<file path="src/rtl/dotp_pkg.sv">
package dotp_pkg;

  // Bits needed to index n elements (n >= 2)
  function automatic int idx_bits(input int n);
    return $clog2(n);
  endfunction

  // Smallest sum width that cannot overflow
  function automatic int sum_bits(input int elem_w, input int n);
    return 2 * elem_w + $clog2(n);
  endfunction

endpackage

</file>
<file path="src/rtl/elem_pick.sv">
module elem_pick #(
  parameter int ELEM_W = 16,
  parameter int N_ELEM = 8,
  parameter int IDX_W  = 3,
  localparam int BUS_W = ELEM_W * N_ELEM
) (
  input  logic [BUS_W-1:0]  bus,
  input  logic [IDX_W-1:0]  idx,
  output logic [ELEM_W-1:0] elem
);
  // Constant-width indexed slice, element 0 at the LSB
  assign elem = bus[idx * ELEM_W +: ELEM_W];
endmodule

</file>
<file path="src/rtl/elem_step_ctr.sv">
module elem_step_ctr #(
  parameter int N_ELEM = 8,
  parameter int IDX_W  = 3
) (
  input  logic             clk,
  input  logic             rst,
  output logic [IDX_W-1:0] idx,
  output logic             last_step,
  output logic             done
);
  localparam logic [IDX_W-1:0] LAST_IDX = IDX_W'(N_ELEM - 1);

  assign last_step = !done && (idx == LAST_IDX);

  always_ff @(posedge clk or posedge rst) begin
    if (rst) begin
      idx  <= '0;
      done <= 1'b0;
    end else if (!done) begin
      idx  <= last_step ? '0 : idx + IDX_W'(1);
      done <= last_step;
    end
  end
endmodule

</file>
<file path="src/rtl/mac_accum.sv">
module mac_accum #(
  parameter int ELEM_W = 16,
  parameter int ACC_W  = 36,
  localparam int PROD_W = 2 * ELEM_W
) (
  input  logic              clk,
  input  logic              rst,
  input  logic              en,
  input  logic [ELEM_W-1:0] op_a,
  input  logic [ELEM_W-1:0] op_b,
  output logic [ACC_W-1:0]  acc
);
  // Unsigned product, zero-extended to the sum width
  function automatic logic [ACC_W-1:0] wide_prod(input logic [ELEM_W-1:0] x,
                                                 input logic [ELEM_W-1:0] y);
    logic [PROD_W-1:0] p;
    p = PROD_W'(x) * PROD_W'(y);
    return ACC_W'(p);
  endfunction

  always_ff @(posedge clk or posedge rst) begin
    if (rst) acc <= '0;
    else if (en) acc <= acc + wide_prod(op_a, op_b);
  end
endmodule

</file>
<file path="src/rtl/dotp_serial.sv">
module dotp_serial #(
  parameter int ELEM_W = 16,
  parameter int N_ELEM = 8,
  parameter int ACC_W  = 36,
  localparam int BUS_W = ELEM_W * N_ELEM,
  localparam int IDX_W = dotp_pkg::idx_bits(N_ELEM)
) (
  input  logic             clk,
  input  logic             rst,
  input  logic [BUS_W-1:0] vec_a,
  input  logic [BUS_W-1:0] vec_b,
  output logic [ACC_W-1:0] dot_out,
  output logic             done
);
  logic [IDX_W-1:0]  cur_idx;
  logic              final_term;
  logic              mac_fire;
  logic [ELEM_W-1:0] lane [2];
  logic [BUS_W-1:0]  bus_in [2];

  assign bus_in[0] = vec_a;
  assign bus_in[1] = vec_b;

  elem_step_ctr #(.N_ELEM(N_ELEM), .IDX_W(IDX_W)) u_ctr (
    .clk(clk), .rst(rst), .idx(cur_idx), .last_step(final_term), .done(done)
  );

  for (genvar g = 0; g < 2; g++) begin : g_pick
    elem_pick #(.ELEM_W(ELEM_W), .N_ELEM(N_ELEM), .IDX_W(IDX_W)) u_pick (
      .bus(bus_in[g]), .idx(cur_idx), .elem(lane[g])
    );
  end

  assign mac_fire = !done;

  mac_accum #(.ELEM_W(ELEM_W), .ACC_W(ACC_W)) u_mac (
    .clk(clk), .rst(rst), .en(mac_fire),
    .op_a(lane[0]), .op_b(lane[1]), .acc(dot_out)
  );
endmodule

</file>
<file path="config.mk">
export PLATFORM = sky130hd
export DESIGN_NAME = dotp_serial
export DESIGN_NICKNAME = d
export VERILOG_FILES = /design/src/rtl/dotp_pkg.sv /design/src/rtl/elem_pick.sv /design/src/rtl/elem_step_ctr.sv /design/src/rtl/mac_accum.sv /design/src/rtl/dotp_serial.sv
export SDC_FILE = /design/constraint.sdc
export NUM_CORES = 1
export LEC_CHECK = 0
export BUFFER_PORTS_ARGS = -buffer_cell sky130_fd_sc_hd__buf_2
export CAP_MARGIN = 20
export CORE_MARGIN = 1.5
export CORE_UTILIZATION = 55
export CTS_BUF_LIST = sky130_fd_sc_hd__clkbuf_8
export CTS_CLUSTER_SIZE = 16
export DETAILED_ROUTE_END_ITERATION = 8
export PLACE_DENSITY = 0.81
export SLEW_MARGIN = 10
export SYNTH_ARGS = -nofsm -noshare
export SYNTH_HDL_FRONTEND = slang
export SYNTH_HIERARCHICAL = 1
export SYNTH_SLANG_ARGS = --single-unit
</file>
<file path="constraint.sdc">
create_clock -name clk -period 15.22 [get_ports clk]
set_input_delay 1.522 -clock clk [delete_from_list [all_inputs] [get_ports clk]]
set_output_delay 1.522 -clock clk [all_outputs]
set_load 0.01 [all_outputs]
</file>
# After elaboration in Yosys (flattened, before gate mapping)
# Index checks and enable logic that the tools add are counted.
[word_totals]
regBits = 40
latchBits = 0
ram_bits = 0
mem_bits_ro = 0
in_bits = 258
output_inout_bits = 37
elab_cells = 13
mem_count = 0
[op_classes]
n_addsub = 2
multipliers = 1
div_mod_pow = 0
n_lt_le_gt_ge = 0
n_eq_ne = 1
n_shift = 2
n_mux = 2
bitwise = 0
n_reduce_logical = 2
[op_table]
columns = ["operator", "count"]
rows = [
  ["$shiftx A128 B8 Y16", 2],
  ["$add A36 B32 Y36", 1],
  ["$mul A16 B16 Y32", 1],
  ["$add A3 B1 Y3 const B", 1],
  ["$eq A3 B3 Y1 const B", 1],
  ["$mux W3", 1],
  ["$logic_and A1 B1 Y1", 1],
  ["$logic_not A1 Y1", 1],
  ["$mux W1", 1],
]

# Logic depth before layout (Yosys ltp)
[depth]
depth_word = 3
mapped_depth = 27

# Hierarchy
# Netlist, hierarchy kept.
[by_module_without_submodules]
columns = ["module", "instances", "cells_each", "area_per_inst_um2", "seq_area_each_um2"]
rows = [
  ["mac_accum", 1, 1244, 11071.9, 900.9],
  ["elem_pick", 2, 57, 1071.0, 0.0],
  ["elem_step_ctr", 1, 15, 186.4, 100.1],
  ["dotp_serial", 1, 1, 3.8, 0.0],
]

# Worst setup path before layout
# OpenSTA, ideal clock, no wires.
[synth_path]
kind = "input port to flip-flop"
startpoint = "input vec_b[53]"
endpoint = "register u_mac.acc[34]"
setup_time_ns = 0.067
t_arrival_ns = 7.420
required_ns = 15.153
setup_slack_ns = 7.733
path_stages = 23
path_cell_list = "mux4_1 -> mux2_2 -> clkbuf_1 -> and2_1 -> fa_1 -> inv_1 -> fa_1 -> fa_1 -> fa_1 -> inv_1 -> fa_1 -> inv_1 -> fa_1 -> inv_1 -> ha_1 -> a21oi_1 -> o22ai_1 -> or2_1 -> o2111ai_4 -> nand2_4 -> a31o_1 -> o41ai_2 -> a41o_1"
[synth_rtl]
columns = ["item", "line", "text"]
rows = [
  ["from (decl)", "dotp_serial.sv:11", "input logic [BUS_W-1:0] vec_b,"],
  ["to (signal assigned)", "mac_accum.sv:23", "else if (en) acc <= acc + wide_prod(op_a, op_b);"],
  ["to (decl)", "mac_accum.sv:11", "output logic [ACC_W-1:0] acc"],
]

==> metrics.sh <==
DRC_ERRORS=0
MAX-CAP-VIOLATIONS=0
PATH_DELAY_FAMILY='adder cells'
FILLCELLCOUNT=1948
SLEW_VIOLATIONS=0
MAX_SLEW_MARGIN=0.315
VIA_COUNT=10990
GRT_FIRST_PASS_WIRELENGTH_MICRONS=59800
DRT-INITIAL-DRC-COUNT=546
ACHIEVABLE-FREQUENCY_MHz=129
DRIVE_ABOVE_1_SHARE=0.233
TIMING.CRITICAL_PATH.BUF_INV=4
CP_CELL_SEQUENCE='mux4_1, mux2_2, and2_1, fa_1, inv_1, fa_1, fa_1, fa_1, inv_1, fa_1, inv_1, fa_1, inv_1, ha_1, a21oi_1, o22ai_1, or2_1, o2111ai_4, nand2_4, a311oi_1, xor2_1, mux2i_1'
CLOCK_TREE.ROOT_CELL='clkbuf_8'
H_TREE_DEPTH=2
FIRST_GLOBAL_VIAS=11961
MAX-CLOCK-PATH-BUFFERS=2
WORSTHOLDSTART='u_mac/acc[35]'
DETAIL_ROUTE.VIAS_PER_CELL=5.67
MAX_SLEW.WORST_PIN.SLEW_PS=1030
SETUP_VIOL=0
CRITPATHMAXFANOUT=67
FLOORPLAN.INITIALDENSITY=0.566
HOLDPATHEND='u_mac/acc[35]'
REG2REG_FROM='u_ctr/idx[0]'
OUTCOME='complete, no violations'
FINAL_CORE_UTILIZATION=0.638
NUMCLOCKSINKS=40
POST-DP-HPWL_MICRONS=30800
NUM_ROWS=56
GRT_MAX_DEGREE=68
CRITICALPATHCATEGORY='flop to flop'
GLOBALROUTE.TOTALOVERFLOW=0
DRT-TOTAL-WL_MICRONS=37100
HOLD-PATH-CELL-COUNT=1
DIE-HEIGHT_MICRONS=159
RSZ0062_AT_GRT='no'
PLACEABLECOREAREA_SQ_UM=23700
R2R_CELLS=22
DRT_PASS1_ITERATIONS=6
PORT-BUFFER-COUNT=294
WORSTSETUPSTARTPOINTTYPE='flop'
DIEWIDTH_MICRONS=159
MAPPEDNETLISTNETS=1969
GROUTE.USAGE.OVERALL=0.300
SYNTHCELLS=1373
CTSRESIZECOUNT=0
TIMING.REG2REG.SETUP_SLACK_PS=7450
SYNTH.YOSYS.WARNINGS=6
LAYOUT-AREA-OVERHEAD-VS-SYNTH_PCT=12.9
GRT_ANTENNA_BEFORE_REPAIR=2
FINALNETCOUNT=2213
CLOCK_SKEW_PS=14.1
DRT-WIRELENGTH-PER-CELL_MICRONS=19.1
WORST_PATH_ARRIVAL_TIME_PS=7960
CRITPATHCAPTURETYPE='flop'
CRITICAL_PATH.REG2REG.ENDPOINT='u_mac/acc[30]'
TRITONCTS='built'
FINALCRITPERIODSHARE=0.510
FINALWEIGHTEDCONGESTION=0.932
TIMING_HOLD_VIOLATIONS_FINAL=0
PIN_COUNT=295
CTS_BUFFERS=5
DIE_AREA_SQ_UM=25300
CLK_LATENCY_WORST_SKEW_PAIR_PS=340
DRT.ANTENNA.VIOLATING_NETS=0
CP.REQUIRED_PS=15410
CPPEAKSTAGEDELAY_PS=1130
POSTCTSSETUPBUFFERS=0
FINAL_PERIOD_MINUS_WORST_SETUP_SLACK_PS=7770
HOLDCRITPATHCLASS='flop to flop'
CLK_TRANSITION_REPORTED_PATHS_PS=110
HIGHEST_DELAY_CELL_ALONG_THE_CRITICAL_PATH='dfrtp_4'
SYNTHESIS.AREA_PER_INSTANCE_SQ_UM=9.76
CRIT_PATH_MOST_REPEATED_CELL='fa_1'
HOLD_BUFFERS_POST_CTS=0
SETUP_TOTAL_NEGATIVE_SLACK_PS=0
SYN-CELL-AREA_SQ_UM=13400
## through the flow
stage          instances  hold WS [ps]  worst slack (ps)  instance area [sq um]
2_1_floorplan       1373           504              7730                  13400
3_3_place_gp        1929           450              7250                  15000
3_5_place_dp        1929           456              7150                  15000
4_1_cts             1937           474              7480                  15100
5_1_grt             1938           493              7130                  15100
6_report            1938           470              7450                  15100
## cells in the final DEF (no fill, tap or decap), types with 3 or more instances in the layout
cell and n:
o21bai_1 3, xnor2_1 17, mux2i_1 5, buf_2 294, a21o_1 12, inv_1 321
mux4_1 56, nand2_1 179, nor2b_1 3, buf_4 4, dfrtp_1 38, xor2_1 8
clkbuf_8 5, nor3_1 4, ha_1 112, fa_1 226, a31oi_1 4, nand3_1 7
a21oi_1 37, nand4_1 8, o21ai_1 3, and3_1 5, nor2_1 13, mux4_2 8
a211o_1 3, o21ai_0 28, nand2b_1 4, and2_1 121, mux2_2 45
## worst max-delay path by stage
stage,startpoint,endpoint,cells past startpoint
2_1_floorplan,vec_b[53],u_mac/acc[34],23
3_3_place_gp,vec_a[121],u_mac/acc[30],23
3_5_place_dp,vec_a[4],u_mac/acc[30],23
4_1_cts,u_ctr/idx[0],u_mac/acc[30],22
5_1_grt,u_ctr/idx[0],u_mac/acc[29],21
6_report,u_ctr/idx[0],u_mac/acc[30],22
## routing by layer
metal,part of all wire,track usage,wire (microns),vias to the layer above
li1,-,-,-,4852
met1,0.38,0.353,14100,5533
met2,0.51,0.532,18900,499
met3,0.064,0.0513,2390,104
met4,0.046,0.146,1700,2
met5,0.00024,0,9,-
## sequential cells by signal, indices dropped and copies added, names as in the netlist
signal / flops
u_ctr/done: 1
u_mac/acc: 36
u_ctr/idx: 3
## layout make-up
cell class | count | area [sq um] | share of cell area
multi-input cells | 949 | 10900 | 0.720
well taps | 319 | 399 | 0.0264
inverters | 323 | 1210 | 0.0802
clock inverters | 3 | 46.3 | 0.00306
flip-flops and latches | 40 | 1010 | 0.0665
diodes | 1 | 2.50 | 0.000166
repair buffers | 298 | 1500 | 0.0993
clock buffers | 5 | 68.8 | 0.00455
## worst register-to-register path: cells and delay by family, from the launching register on
family / cells / cell delay (ps)
compound gates: 4 / 890
xor+xnor: 1 / 170
fa+ha+maj: 7 / 3350
buf+inv: 4 / 200
flops: 1 / 1130
mux: 3 / 1200
simple gates: 3 / 670
Power is not shown: default switching activity piles up to over one toggle a cycle in this logic, so the estimate is an artifact.
